===== config.mk =====
export PLATFORM = sky130hd
export DESIGN_NAME = adc_trig_sel
export DESIGN_NICKNAME = d
export VERILOG_FILES = /design/src/rtl/adc_trig_mux.sv /design/src/rtl/adc_trig_edge.sv /design/src/rtl/adc_din_gate.sv /design/src/rtl/adc_trig_sel.sv
export SDC_FILE = /design/constraint.sdc
export NUM_CORES = 1
export LEC_CHECK = 0
export BUFFER_PORTS_ARGS = -buffer_cell sky130_fd_sc_hd__buf_2
export CAP_MARGIN = 20
export CORE_MARGIN = 1
export CORE_UTILIZATION = 40
export DETAILED_ROUTE_END_ITERATION = 10
export MAX_ROUTING_LAYER = met4
export PLACE_DENSITY = 0.8
export SLEW_MARGIN = 30
export SYNTH_ARGS = -nofsm -noshare
export SYNTH_HDL_FRONTEND = slang
export SYNTH_SLANG_ARGS = --single-unit

===== constraint.sdc =====
create_clock -name clk -period 1.3 [get_ports clk]
set_input_delay 0.065 -clock clk [delete_from_list [all_inputs] [get_ports clk]]
set_output_delay 0.065 -clock clk [all_outputs]
set_load 0.05 [all_outputs]

===== src/rtl/adc_trig_mux.sv =====
module adc_trig_mux #(
  parameter int SEL_W = 3,
  localparam int NUM_CODES = 1 << SEL_W,
  localparam int NUM_EXT = NUM_CODES - 1
) (
  input  logic [SEL_W-1:0]   sel,
  input  logic               done,
  input  logic [NUM_EXT-1:0] ext,
  input  logic               diff,
  output logic               sel_val,
  output logic               fr_bad
);

  logic [NUM_CODES-1:0] all_src;
  logic                 is_free;

  assign all_src = {ext, done};
  assign is_free = (sel == '0);
  assign fr_bad  = is_free & diff;

  always_comb begin
    sel_val = 1'b0;
    for (int i = 0; i < NUM_CODES; i++) begin
      if (sel == SEL_W'(i)) sel_val = all_src[i];
    end
    if (fr_bad) sel_val = 1'b0;
  end

endmodule


===== src/rtl/adc_trig_edge.sv =====
module adc_trig_edge #(
  parameter int SEL_W = 3
) (
  input  logic             clk,
  input  logic             rst_n,
  input  logic [SEL_W-1:0] sel,
  input  logic             sel_val,
  output logic             rise
);

  logic             prev_q;
  logic [SEL_W-1:0] sel_q;
  logic             into_free;

  always_ff @(posedge clk or negedge rst_n) begin
    if (!rst_n) begin
      prev_q <= 1'b0;
      sel_q  <= '0;
    end else begin
      prev_q <= sel_val;
      sel_q  <= sel;
    end
  end

  assign into_free = (sel == '0) && (sel_q != '0);
  assign rise      = sel_val & ~prev_q & ~into_free;

endmodule


===== src/rtl/adc_din_gate.sv =====
module adc_din_gate #(
  parameter int NUM_PINS = 16
) (
  input  logic                clk,
  input  logic                rst_n,
  input  logic                we,
  input  logic [NUM_PINS-1:0] wdata,
  input  logic [NUM_PINS-1:0] raw,
  output logic [NUM_PINS-1:0] rd
);

  logic [NUM_PINS-1:0] mask_q;

  always_ff @(posedge clk or negedge rst_n) begin
    if (!rst_n) mask_q <= '0;
    else if (we) mask_q <= wdata;
  end

  for (genvar g = 0; g < NUM_PINS; g++) begin : g_pin
    assign rd[g] = raw[g] & ~mask_q[g];
  end

endmodule


===== src/rtl/adc_trig_sel.sv =====
module adc_trig_sel #(
  parameter int NUM_PINS = 16,
  parameter int SEL_W = 3,
  localparam int NUM_EXT = (1 << SEL_W) - 1
) (
  input  logic                clk,
  input  logic                rst_n,
  input  logic                conv_en,
  input  logic                auto_en,
  input  logic                diff_ch,
  input  logic [SEL_W-1:0]    src_sel,
  input  logic [NUM_EXT-1:0]  trig_in,
  input  logic                conv_done,
  input  logic                conv_busy,
  input  logic                msk_we,
  input  logic [NUM_PINS-1:0] msk_wdata,
  input  logic [NUM_PINS-1:0] pin_raw,
  output logic                start_pulse,
  output logic                cfg_err,
  output logic [NUM_PINS-1:0] pin_rd
);

  logic sel_val;
  logic fr_bad;
  logic rise;
  logic start_q;
  logic err_q;

  adc_trig_mux #(.SEL_W(SEL_W)) u_mux (
    .sel     (src_sel),
    .done    (conv_done),
    .ext     (trig_in),
    .diff    (diff_ch),
    .sel_val (sel_val),
    .fr_bad  (fr_bad)
  );

  adc_trig_edge #(.SEL_W(SEL_W)) u_edge (
    .clk     (clk),
    .rst_n   (rst_n),
    .sel     (src_sel),
    .sel_val (sel_val),
    .rise    (rise)
  );

  always_ff @(posedge clk or negedge rst_n) begin
    if (!rst_n) begin
      start_q <= 1'b0;
      err_q   <= 1'b0;
    end else begin
      start_q <= rise & conv_en & auto_en & ~conv_busy & ~fr_bad;
      err_q   <= fr_bad;
    end
  end

  assign start_pulse = start_q;
  assign cfg_err     = err_q;

  adc_din_gate #(.NUM_PINS(NUM_PINS)) u_din (
    .clk   (clk),
    .rst_n (rst_n),
    .we    (msk_we),
    .wdata (msk_wdata),
    .raw   (pin_raw),
    .rd    (pin_rd)
  );

endmodule


==> qor.yml, run 1 <==
status: "finished, final reports clean"
power-per-cell-area_nw_per_um2: 956
slew_viol_final: 0
drc: 0
cts_sinks: 22
critPathCaptureType: "register"
insertedDiodeCount: 0
setup.worst_path.start_class: "primary input"
critical_path_cell_by_cell: "dlygate4sd3_1 -> buf_2 -> nor3b_2 -> a2111oi_2 -> nor4_2"
postSynth.asyncResetShare: 1.00
reg2reg_setup_slack_ns: 0.28
ys_types: 20
number_of_buffer_cells_added_on_primary_ports: 67
synth-edff-count: 0
number_of_antenna_violations_at_the_first_check_in_global_routing: 0
routed_wirelength_um: 2180
leakage_power_nw: 0.783
io_pins: 68
most_used_flip_flop_cell_after_synthesis: "sky130_fd_sc_hd__dfrtp_1"
timing_worst_slew_pin_value_ns: 0.476
post_synth_instance_area_um2: 1010
route.vias.total: 867
total_overflow_reported_by_the_global_router: 0
h-tree-depth: 1
synth.yosys.seq_area_share: 0.543
max_freq_mhz: 810
clock_tree_from_tritoncts: "built"
core_um2: 2300
switching_power_uw: 457
syn-instance-count: 72
crit-reg2reg-launch: "u_edge.prev_q$_DFF_PN0_"
unrepaired_setup_endpoints_after_global_routing: "false"
critical_path_arrival_ns: 1.41
average_cell_area_after_synthesis_um2: 14.1
area_delta_synth_final_pct: 55.2
critical_path.slowest_cell: "sky130_fd_sc_hd__dlygate4sd3_1"
final_nets: 210
maxCapViolCount: 0
yosys_warnings: 0
starting_drc_count_in_detailed_routing: 0
ant_nets: 0
fin_skew_ns: 0.00119
hold_start: "msk_wdata[0]"
route.detailed.vias_per_inst: 4.66
number_of_global_route_vias_before_repair: 915
fillCellCount: 155
p_clk_frac: 0.193
ys_ff_latch: 22
worst-path-stages: 5
clkLatencyLatePin_ns: 0.29
root_buffer: "sky130_fd_sc_hd__clkbuf_4"
die-area_um2: 2740
grtUsageTotal: 0.182
std_cell_rows: 17
synth_nets: 122
area.sequential_um2: 551
ff2ff_path_depth: 3
finalCriticalPeriod_ns: 1.23
hold-path-cell-count: 2
worstSetupPathType: "primary input to register"
final.period_utilization: 0.949
hp-class: "primary input to register"
initial_utilization: 0.441
worstSetupStartpoint: "src_sel[2]"
global_route_wire_length_before_repair_um: 3440
comb_power_share: 0.294
cp.required_ns: 1.48
final_layout_size_suffix_gt1_frac: 0.570
wl_per_cell_um: 11.7
tritoncts.num_buffers: 3
final_total_negative_setup_slack_ns: 0
first_pass_iters: 1
maximum_resistive_drop_on_vdd_mv: 0.558
cts-root-to-sink-buffers: 2
die_h_um: 52.3
post-route-util: 0.685
intPower_mw: 1.05
final_setup_vio_count: 0
critical_path.max_fanout: 8
multi_input_area_um2: 439
biggest_cell_delay_along_the_critical_path_ns: 0.52
finalWeightedCongestion: 0.641
timing.critical_path.max_delay_family: "buffers and inverters"
sequentialPowerShare: 0.513
clkSlewWorstSetupHoldPaths_ns: 0.11
final_hold_viol_count: 0
chipWidth_um: 52.3
power.switching_fraction: 0.304
worst-path-buf-inv: 2
grt_start_max_net_pins: 23
slew_headroom: 0.683
post-cts-setup-buffers: 0
==> metrics by stage <==
step | instance area, um2 | setup WS (ns) | hold WS, ns | std cells | total power [mW]
3_5_place_dp | 1360 | 0.295 | 0.0498 | 164 | 1.19
5_1_grt | 1570 | 0.0574 | 0.00726 | 186 | 1.60
2_1_floorplan | 1010 | 0.182 | -0.231 | 72 | 1.05
3_3_place_gp | 1360 | 0.304 | 0.0403 | 164 | 1.17
4_1_cts | 1570 | 0.0904 | 0.00385 | 186 | 1.53
6_report | 1570 | 0.0660 | 0.00918 | 186 | 1.50
==> layer usage <==
layer,track usage,share of wire,up-vias
met5,-,0,-
met4,0.105,0.012,0
met3,0.0203,0.058,2
met2,0.380,0.54,40
met1,0.143,0.38,401
li1,-,-,424
==> cell usage in the layout (no fill, tap or decap), drive strengths merged <==
cell type and count:
nor4b 1, o22ai 1, dlygate4sd3 19, nor4bb 1, and3 1, mux2i 1
nor4 1, a2111oi 1, clkbuf 3, dfrtp 22, buf 67, nor2b 16
o41ai 1, nand2b 1, nor3b 1, nor3 2, mux2 18, or2b 1
==> flip-flops by register name, summed over array words and instances, names as in the netlist <==
signal / cells
start_pulse: 1
u_edge.prev_q: 1
cfg_err: 1
u_din.mask_q: 16
u_edge.sel_q: 3
==> cells in the mapped netlist, drive strengths merged (2+ instances only) <==
cell type  count  area share
dfrtp         22        0.54
mux2          18        0.21
nor2b         16       0.099
buf            3       0.023
nor3           2      0.0099
==> kinds of logic (layout without fill, tap and decap cells) <==
| group | count (synthesis) | in the layout | share of synthesized area |
|---|---|---|---|
| AO/OA/AOI/OAI | 3 | 3 | 0.0432 |
| AND/OR/NAND/NOR | 25 | 25 | 0.173 |
| multiplexers | 19 | 19 | 0.217 |
| buffers and inverters | 3 | 89 | 0.0235 |
| flip-flops | 22 | 22 | 0.543 |
==> final cells by class <==
cell class	count	area share
repair buffers	86	0.334
clock buffers	3	0.0143
flip-flops and latches	22	0.350
multi-input cells	47	0.279
well taps	28	0.0223
==> worst paths after layout <==
check | to
min reg2reg | u_din.mask_q[9]$_DFFE_PN0P_
max | start_pulse$_DFF_PN0_
min in group asynchronous | u_din.mask_q[14]$_DFFE_PN0P_
max reg2reg | start_pulse$_DFF_PN0_
min | u_din.mask_q[0]$_DFFE_PN0P_
max in group asynchronous | u_din.mask_q[7]$_DFFE_PN0P_
==> power by group through the flow <==
stage	Clock (mW)	Combinational, mW	Sequential [mW]
finish	0.290	0.442	0.771
global route	0.348	0.475	0.778
CTS	0.313	0.444	0.772
detailed placement	0	0.400	0.786
global placement	0	0.392	0.780
floorplan	0	0.266	0.782
==> timing repair <==
| item | 4_1_cts | 5_1_grt |
|---|---|---|
| resized for setup | 0 | 0 |
| hold buffers | 19 | 0 |
| endpoints found under the hold margin | 41 | 0 |
No activity file was read; power rests on OpenSTA's default activity.
==> run 2: changes to the inputs <==
==> constraint.sdc (replaced) <==
create_clock -name clk -period 1.4 [get_ports clk]
set_input_delay 0.07 -clock clk [delete_from_list [all_inputs] [get_ports clk]]
set_output_delay 0.07 -clock clk [all_outputs]
set_load 0.05 [all_outputs]
==> run 2 against run 1 <==
Compared with the run above: critical path depth is the same; routed wire length grew 1.5%; highest routed layer unchanged; hold slack gained 0.0019 ns; via count shrank 0.81%; cell area shrank 1.9%; critical endpoint unchanged; clock power shrank 7.6%; sequential power shrank 7.0%; clock skew grew 0.0047 ns; count of clock-buffer cells in the layout is the same.
==> qor.yml, run 2 (synthesis gave the netlist of run 1 again) <==
wl_per_cell_um: 12.1
critical_path_arrival_ns: 1.41
slew_headroom: 0.698
maxCapViolCount: 0
grt_start_max_net_pins: 23
biggestRegsByFlops: "u_din.mask_q x16, u_edge.sel_q x3"
multi_input_area_um2: 439
initial_utilization: 0.441
ant_nets: 0
grtUsageTotal: 0.182
total_overflow_reported_by_the_global_router: 0
area_delta_synth_final_pct: 52.2
cp.required_ns: 1.57
number_of_global_route_vias_before_repair: 850
max_freq_mhz: 809
final_hold_viol_count: 0
clkLatencyLatePin_ns: 0.29
final.period_utilization: 0.883
drc: 0
clkSlewWorstSetupHoldPaths_ns: 0.10
post-route-cell-area_um2: 1540
final_setup_vio_count: 0
route.detailed.vias_per_inst: 4.70
unrepaired_setup_endpoints_after_global_routing: "false"
chipWidth_um: 52.3
routed_wirelength_um: 2210
finalWeightedCongestion: 0.644
clock_tree_from_tritoncts: "built"
status: "finished, final reports clean"
hp-class: "primary input to register"
final_layout_size_suffix_gt1_frac: 0.581
tritoncts.num_buffers: 3
area.sequential_um2: 551
hold-path-cell-count: 2
maximum_resistive_drop_on_vdd_mv: 0.545
insertedDiodeCount: 0
number_of_buffer_cells_added_on_primary_ports: 67
route.vias.total: 860
io_pins: 68
leakage_power_nw: 0.770
cts-root-to-sink-buffers: 2
hold_path_end: "u_din.mask_q[13]$_DFFE_PN0P_"
slew_viol_final: 0
layout.cells.most_common: "sky130_fd_sc_hd__buf_2"
register_with_the_most_flip_flops: "u_din.mask_q"
critical_path.max_fanout: 8
ff2ff_path_depth: 3
power.total_mw: 1.39
fillCellCount: 175
crit-reg2reg-launch: "u_edge.prev_q$_DFF_PN0_"
finalCriticalPeriod_ns: 1.24
fin_skew_ns: 0.00592
power-per-cell-area_nw_per_um2: 901
post-route-util: 0.672
number_of_antenna_violations_at_the_first_check_in_global_routing: 0
root_buffer: "sky130_fd_sc_hd__clkbuf_4"
hold_start: "msk_wdata[13]"
h-tree-depth: 1
die-area_um2: 2740
first_pass_iters: 1
cts_sinks: 22
worstSetupPathType: "primary input to register"
final_total_negative_setup_slack_ns: 0
postCtsResizedCells: 0
final_nets: 207
layout_common_cells: "67 x sky130_fd_sc_hd__buf_2, 22 x sky130_fd_sc_hd__dfrtp_1, 16 x sky130_fd_sc_hd__nor2b_1, 16 x sky130_fd_sc_hd__dlygate4sd3_1, 13 x sky130_fd_sc_hd__mux2_2"
die_h_um: 52.3
starting_drc_count_in_detailed_routing: 0
setup.worst_path.start_class: "primary input"
number_of_flip_flops_under_the_largest_register_name: 16
timing_worst_slew_pin_value_ns: 0.453
r2r-end: "start_pulse$_DFF_PN0_"
reg2reg_setup_slack_ns: 0.39
core_um2: 2300
std_cell_rows: 17
whs_ns: 0.0111
detailed_place.area_um2: 1360
global_route_wire_length_before_repair_um: 3380
critPathCaptureType: "register"
post-dp-hpwl_um: 1560
==> run 2: cell types whose count changed in the layout (fill, tap and decap cells not counted), sizes merged <==
| cell | delta |
|---|---|
| dlygate4sd3 | -3 |
==> run 2: timing repair <==
action / in CTS / in global routing
hold buffers: 15 / 1
hold endpoints to repair: 37 / 1
setup buffers: 0 / 0
==> run 2: worst max-delay path by stage <==
stage,start,endpoint,cells after the start
floorplan,u_din.mask_q[10]$_DFFE_PN0P_,pin_rd[10],1
global placement,src_sel[2],u_edge.prev_q$_DFF_PN0_,4
detailed placement,src_sel[2],start_pulse$_DFF_PN0_,4
CTS,src_sel[2],start_pulse$_DFF_PN0_,5
global route,src_sel[2],start_pulse$_DFF_PN0_,5
finish,src_sel[2],start_pulse$_DFF_PN0_,5
==> run 2: power breakdown <==
group	internal, mW	switching (mW)	leakage, nW	total [mW]
registers	0.690	0.0269	0.261	0.717
logic	0.176	0.229	0.495	0.404
clock network	0.100	0.168	0.0138	0.268
==> run 2: routing by layer <==
layer	routed length, um	part of all wire	global-route usage	up-vias
met1	769	0.35	0.157	393
met3	131	0.059	0.0174	4
met2	1260	0.57	0.367	42
li1	-	-	-	421
met5	0	0	-	-
met4	48	0.022	0.105	0
==> run 2: worst max-delay path, stage by stage <==
cell and delay, ns:
sky130_fd_sc_hd__dlygate4sd3_1 0.53, sky130_fd_sc_hd__buf_2 0.22, sky130_fd_sc_hd__nor3b_2 0.07, sky130_fd_sc_hd__a2111oi_2 0.43, sky130_fd_sc_hd__nor4_2 0.10
==> run 2: cell type report <==
cell class / instances / share of cell area
well taps: 28 / 0.0227
clock buffers: 3 / 0.0146
flip-flops and latches: 22 / 0.357
multi-input cells: 47 / 0.285
repair buffers: 83 / 0.321
==> run 2: per-stage QoR <==
step,setup slack (ns),instances
after floorplan,0.277,72
after global placement,0.398,164
after detailed placement,0.384,164
after CTS,0.172,182
after global routing,0.127,183
final,0.163,183
